<file path="config.mk">
export PLATFORM = sky130hd
export DESIGN_NAME = irq_id_encoder
export DESIGN_NICKNAME = d
export VERILOG_FILES = /design/src/rtl/irq_id_pkg.sv /design/src/rtl/irq_cause_gate.sv /design/src/rtl/irq_prio_pick.sv /design/src/rtl/irq_code_map.sv /design/src/rtl/irq_id_encoder.sv
export SDC_FILE = /design/constraint.sdc
export NUM_CORES = 1
export LEC_CHECK = 0
export BUFFER_PORTS_ARGS = -buffer_cell sky130_fd_sc_hd__buf_2
export CAP_MARGIN = 30
export CELL_PAD_IN_SITES_DETAIL_PLACEMENT = 1
export CELL_PAD_IN_SITES_GLOBAL_PLACEMENT = 2
export CORE_MARGIN = 2
export CORE_UTILIZATION = 13
export CTS_CLUSTER_SIZE = 20
export DETAILED_ROUTE_END_ITERATION = 10
export GPL_ROUTABILITY_DRIVEN = 0
export PLACE_DENSITY = 0.72
export SYNTH_ARGS = -nofsm -noshare
export SYNTH_HDL_FRONTEND = slang
export SYNTH_SLANG_ARGS = --single-unit
</file>
<file path="constraint.sdc">
create_clock -name clk -period 0.8 [get_ports clk]
set_input_delay 0.24 -clock clk [delete_from_list [all_inputs] [get_ports clk]]
set_output_delay 0.24 -clock clk [all_outputs]
set_load 0.005 [all_outputs]
</file>
<file path="src/rtl/irq_id_pkg.sv">
package irq_id_pkg;
    localparam int ID_W    = 8;
    localparam int NUM_LVL = 4;
    localparam int EN_W    = 4;
    localparam int ERR_W   = 4;
    localparam int DLT_W   = 4;

    localparam logic [ID_W-1:0] CODE_NONE = 8'h01;

    // priority level 0 is the highest
    localparam int LVL_ERR   = 0;
    localparam int LVL_RXB   = 1;
    localparam int LVL_TXE   = 2;
    localparam int LVL_MODEM = 3;

    function automatic int lvl_en_bit(input int lvl);
        case (lvl)
            LVL_ERR:   return 2;
            LVL_RXB:   return 0;
            LVL_TXE:   return 1;
            default:   return 3;
        endcase
    endfunction

    function automatic logic [ID_W-1:0] lvl_code(input int lvl);
        case (lvl)
            LVL_ERR:   return 8'h06;
            LVL_RXB:   return 8'h04;
            LVL_TXE:   return 8'h02;
            default:   return 8'h00;
        endcase
    endfunction

    typedef struct packed {
        logic [ID_W-1:0] id;
        logic            irq;
    } id_out_t;
endpackage

</file>
<file path="src/rtl/irq_cause_gate.sv">
module irq_cause_gate
    import irq_id_pkg::*;
(
    input  logic [EN_W-1:0]    int_en,
    input  logic [ERR_W-1:0]   line_err,
    input  logic               rx_ready,
    input  logic               tx_empty,
    input  logic [DLT_W-1:0]   modem_delta,
    output logic [NUM_LVL-1:0] pend
);
    logic [NUM_LVL-1:0] cause;

    always_comb begin
        cause            = '0;
        cause[LVL_ERR]   = |line_err;
        cause[LVL_RXB]   = rx_ready;
        cause[LVL_TXE]   = tx_empty;
        cause[LVL_MODEM] = |modem_delta;
    end

    for (genvar g = 0; g < NUM_LVL; g++) begin : g_lvl
        localparam int EB = lvl_en_bit(g);
        assign pend[g] = cause[g] & int_en[EB];
    end
endmodule

</file>
<file path="src/rtl/irq_prio_pick.sv">
module irq_prio_pick
    import irq_id_pkg::*;
(
    input  logic [NUM_LVL-1:0] pend,
    output logic [NUM_LVL-1:0] grant,
    output logic               any
);
    always_comb begin
        grant = '0;
        any   = 1'b0;
        for (int i = 0; i < NUM_LVL; i++) begin
            if (pend[i] && !any) begin
                grant[i] = 1'b1;
                any      = 1'b1;
            end
        end
    end

    // at most one level wins
    always_comb begin
        p_grant_onehot_r3: assert ($onehot0(grant));
    end
endmodule

</file>
<file path="src/rtl/irq_code_map.sv">
module irq_code_map
    import irq_id_pkg::*;
(
    input  logic [NUM_LVL-1:0] grant,
    input  logic               any,
    output logic [ID_W-1:0]    code
);
    always_comb begin
        code = CODE_NONE;
        for (int i = 0; i < NUM_LVL; i++) begin
            if (grant[i]) code = lvl_code(i);
        end
        if (!any) code = CODE_NONE;
    end
endmodule

</file>
<file path="src/rtl/irq_id_encoder.sv">
module irq_id_encoder
    import irq_id_pkg::*;
(
    input  logic               clk,
    input  logic               rst_n,
    input  logic [EN_W-1:0]    int_en,
    input  logic [ERR_W-1:0]   line_err,
    input  logic               rx_ready,
    input  logic               tx_empty,
    input  logic [DLT_W-1:0]   modem_delta,
    output logic [ID_W-1:0]    id_code,
    output logic               irq
);
    logic [NUM_LVL-1:0] pend;
    logic [NUM_LVL-1:0] grant;
    logic               any;
    logic [ID_W-1:0]    code;
    id_out_t            out_d, out_q;

    irq_cause_gate i_gate (
        .int_en     (int_en),
        .line_err   (line_err),
        .rx_ready   (rx_ready),
        .tx_empty   (tx_empty),
        .modem_delta(modem_delta),
        .pend       (pend)
    );

    irq_prio_pick i_pick (
        .pend (pend),
        .grant(grant),
        .any  (any)
    );

    irq_code_map i_map (
        .grant(grant),
        .any  (any),
        .code (code)
    );

    always_comb begin
        out_d     = out_q;
        out_d.id  = code;
        out_d.irq = any;
    end

    always_ff @(posedge clk or negedge rst_n) begin
        if (!rst_n) begin
            out_q.id  <= CODE_NONE;
            out_q.irq <= 1'b0;
        end else begin
            out_q <= out_d;
        end
    end

    assign id_code = out_q.id;
    assign irq     = out_q.irq;

    p_irq_vs_id_r7: assert property (@(posedge clk) disable iff (!rst_n)
        irq == !id_code[0]);

    p_err_wins_r3: assert property (@(posedge clk) disable iff (!rst_n)
        (int_en[2] && |line_err) |=> id_code == 8'h06);

    p_rxb_r4: assert property (@(posedge clk) disable iff (!rst_n)
        (int_en[0] && rx_ready && !(int_en[2] && |line_err)) |=> id_code == 8'h04);

    p_none_r2: assert property (@(posedge clk) disable iff (!rst_n)
        !((int_en[2] && |line_err) || (int_en[0] && rx_ready) ||
          (int_en[1] && tx_empty) || (int_en[3] && |modem_delta))
        |=> (id_code == 8'h01 && !irq));

    p_masked_r9: assert property (@(posedge clk) disable iff (!rst_n)
        (int_en == 4'b0000) |=> !irq);
endmodule

</file>
Yosys cells after proc, flatten, opt, wreduce, memory -nomap -nowiden. Index checks and enable logic that the tools add are counted.

Mux-type cells: 12. Bitwise operators: 4. Reduce and logical (&&, ||, !) cells: 8.

Operators by type and width (number): two-way mux 3 bit (5); OR reduction 4 bit (2); two-way mux 1 bit (7); bitwise AND 1 bit (4); logical AND 1 bit (3); logical NOT 1 bit (3).

Flip-flop bits (word level): 9. Bits of input ports: 16. Output and inout port bits: 9.

Longest topological paths before layout.
Word-level depth: 14. Depth in mapped cells: 2. Mapped depth without buffers: 2.

Hierarchy. From an unflattened synthesis, not the netlist that was laid out.

Cell total of the unflattened synthesis: 31. Area, all modules: 386.6 um^2.

By module, submodules not included: irq_id_encoder (times used 1, cells each 9, area an instance 226.5 um^2, sequential area each 226.5 um^2); irq_code_map (times used 1, cells each 13, area an instance 87.6 um^2, sequential area each 0.0 um^2); irq_prio_pick (times used 1, cells each 5, area an instance 37.5 um^2, sequential area each 0.0 um^2); irq_cause_gate (times used 1, cells each 4, area an instance 35.0 um^2, sequential area each 0.0 um^2).

Worst setup path after synthesis. No wires, ideal clock.

Path type: in2reg. Start: input port line_err[1]. End: register out_q, in the netlist id_code[0]. Setup time: 0.064 ns. Arrival: 0.856 ns. Setup slack: -0.119 ns. Stages on the path: 2. Path buffers: 0. Cells stage by stage: o41ai_2 > and4_1.

Cells in the longest elaborated chain, start to end: 14. Elaborated cells on any way between the ends: 20.

Ends and longest elaborated chain: start, declared (line irq_id_encoder.sv:7) `input logic [ERR_W-1:0] line_err,`; OR reduction 4 bit (*) (line irq_cause_gate.sv:15) `cause[LVL_ERR] = |line_err;`; bitwise AND 1 bit (*) (line irq_cause_gate.sv:23) `assign pend[g] = cause[g] & int_en[EB];`; two-way mux 1 bit (*) (line irq_prio_pick.sv:12) `if (pend[i] && !any) begin`; logical NOT 1 bit (line irq_prio_pick.sv:12); logical AND 1 bit (line irq_prio_pick.sv:12); two-way mux 1 bit (line irq_prio_pick.sv:12); logical NOT 1 bit (line irq_prio_pick.sv:12); logical AND 1 bit (line irq_prio_pick.sv:12); two-way mux 1 bit (line irq_prio_pick.sv:12); logical NOT 1 bit (line irq_prio_pick.sv:12); logical AND 1 bit (line irq_prio_pick.sv:12); two-way mux 1 bit (line irq_prio_pick.sv:12); two-way mux 3 bit (line irq_code_map.sv:11) `if (grant[i]) code = lvl_code(i);`; two-way mux 3 bit (*) (line irq_code_map.sv:13) `if (!any) code = CODE_NONE;`; named net code[0] (line irq_id_encoder.sv:17) `logic [ID_W-1:0] code;`; end signal, assigned (line irq_id_encoder.sv:52) `out_q <= out_d;`; end, declared (line irq_id_encoder.sv:18) `id_out_t out_d, out_q;`.

Mark *: on every way through the listed nets, which the timed path passes. The rest lies on a longest branch.

Final worst setup path.
Start: register out_q, in the netlist id_code[0]. End: output port id_code[0].

RTL lines: end, declared (line irq_id_encoder.sv:11) `output logic [ID_W-1:0] id_code,`.

No word-level cell between the ends.

==> results.md <==
- Fill count: 174
- Root Buffer: clkbuf_4
- Final hold violations: 0
- Critical path arrival: 0.83 ns
- Core box area: 1490 um^2
- Run status: complete, but fails checks
- RSZ-0062 raised after global routing: yes
- Die X-Extent: 43.7 um
- Area leader, netlist: dfrtp_1
- Hpwl dp: 450 um
- Port-buffer cells: 19
- Hold EP: id_code[2]$_DFF_PN0_
- Flops & latches, synth: 4
- Fin crit share: 1.34
- Htree depth: 1
- Row cnt: 14
- Synthesized area: 205 um^2
- GR Overflow Total: 0
- Area Growth Syn to Fin: 89.6%
- Clock Pin Slew Worst Setup and Hold Paths: 0.04 ns
- Startpoint type of the worst setup path: flip-flop
- Failing checks: setup timing
- Synth top area share: 0.366
- FF/Latch Area: 101 um^2
- Most frequent cells in the layout: buf_2 (15), conb_1 (5), buf_6 (4)
- Mapped Cells: 19
- Hold Crit Class: primary input to flip-flop
- Global-route wire length before repair: 834 um
- NetSw: 0.000140 W
- Die Ht: 43.7 um
- CP Class: flip-flop to output pin
- ANT nets after route: 0
- DR iter-0 viols: 0
- Synth area leaders: dfrtp_1 (37%), buf_4 (18%), dfstp_2 (13%), o41ai_2 (7.9%), nand2_1 (5.5%)
- DP Area: 317 um^2
- Critical path required time: 0.56 ns
- Fmax: 0.934 GHz
- Worst ir drop on vdd: 0.293 mV
- Post-synthesis sequential area ratio: 0.494
- Layout cells sized above 1: 0.595
- Worst path bufs/invs: 1
- DR WL/cell: 8.57 um
- PD cells: 1580 nW/um^2
- Lkg Pwr: 0.195 nW
- WL final: 497 um
- Footprint of the multi-input gates: 111 um^2
- Sink Count: 4
- Num CTS Buffers: 3
- CP max stage cell: dfstp_2
- Die area: 1910 um^2
- Clock buffer depth: 2
- Final Power: 0.000613 W
- Total track usage: 0.0623
- Starting density of the core: 0.138
- Most common cell after layout, fill and taps aside: buf_2
- Sequential group share of total power: 0.362
- Initial antenna violation count: 0
- P_int: 0.000474 W
- Critical path's largest stage delay: 0.52 ns
- CP Capture Type: output pin
- Synthesized area per cell: 10.8 um^2
- Vias per Instance: 3.67
- Hold Path Cell Cnt: 3
- Final min period: 1.07 ns
- Slew Viols, Final: 0
- Final Net Count: 59
- Delay-heaviest family, CP: flip-flops
- Synth cell types: 11
- CP Max Fanout: 1
- Sw Ratio: 0.228
- DRC Markers: 0
- Ports: 25
- Clock share of power: 0.446
- Largest net degree at the start of global routing: 5
- Logic pwr share: 0.192
- Crit path cell chain: buf_6
- Synth warnings: 0
- Dpl ws: -0.259 ns
- Final Cell Area: 389 um^2
- Vias in the first global route: 219
- Final worst slack: -0.271 ns
- Number of diodes: 0
- Vias: 213
- Worst Hold Launch: line_err[2]
- 1st-pass router iterations: 1
- Final setup viols: 4
- TritonCTS clock tree: built
- Max Cap Viol: 0
- Hold WS: 0.224 ns
-- kinds of logic (layout without fill, tap and decap cells) --
| group | Yosys count | count (layout) | share of synthesized area |
|---|---|---|---|
| AOI/OAI and AO/OA | 3 | 3 | 0.146 |
| buffers and inverters | 5 | 24 | 0.183 |
| DFF | 4 | 4 | 0.494 |
| other | 1 | 5 | 0.0183 |
| and+or+nand+nor | 6 | 6 | 0.159 |
-- Yosys cell counts (all sizes together) --
cell,n
dfstp,1
conb,1
nand4,1
and2,1
and4,1
nand2,3
o21ai,1
buf,5
dfrtp,3
o41ai,2
-- sequential cells by signal, indices dropped and copies added (netlist names) --
| signal | flops |
|---|---|
| id_code | 3 |
| irq | 1 |
-- layer usage --
layer	global-route usage	part of all wire	up-vias
li1	-	-	104
met3	0.0125	0.11	0
met2	0.0912	0.56	12
met1	0.0691	0.34	97
met4	0.0727	0	0
met5	0	0	-
-- power by group through the flow --
stage	registers [W]	logic, W	clock network (W)
6_report	0.000222	0.000118	0.000273
5_1_grt	0.000224	0.000132	0.000301
4_1_cts	0.000222	0.000104	0.000288
3_5_place_dp	0.000224	0.0000963	0
3_3_place_gp	0.000224	0.0000943	0
2_1_floorplan	0.000227	0.0000457	0
-- timing repair --
| item | in CTS | in global routing |
|---|---|---|
| hold endpoints to repair | 4 | 0 |
| gates resized for setup | 1 | 5 |
| pin swaps | 2 | 2 |
| hold buffers | 1 | 0 |
| setup buffers | 0 | 0 |
| setup endpoints to repair | 6 | 7 |
| cloned | 0 | 0 |
-- final cells by class --
type                            instances  share of cell area
Sequential cell                         4               0.260
Clock buffer                            4              0.0675
Multi-Input combinational cell         14               0.286
Timing Repair Buffer                   20               0.334
Tap cell                               16              0.0514
-- stage by stage --
step | cells | utilization | setup TNS (ns)
after floorplan | 23 | - | -0.190
after global placement | 53 | 0.213 | -0.884
after detailed placement | 53 | 0.213 | -0.955
after CTS | 58 | 0.241 | -0.748
after global routing | 58 | 0.261 | -0.834
final | 58 | 0.261 | -0.699
-- worst max-delay path by stage --
stage,depth (start not counted),startpoint,to,slack [ns]
floorplan,2,line_err[1],id_code[0]$_DFF_PN1_,-0.08
global placement,3,line_err[1],id_code[0]$_DFF_PN1_,-0.24
detailed placement,3,line_err[1],id_code[1]$_DFF_PN0_,-0.26
CTS,1,id_code[0]$_DFF_PN1_,id_code[0],-0.29
global route,1,id_code[0]$_DFF_PN1_,id_code[0],-0.29
finish,1,id_code[0]$_DFF_PN1_,id_code[0],-0.27
No activity file was read; power rests on OpenSTA's default activity.
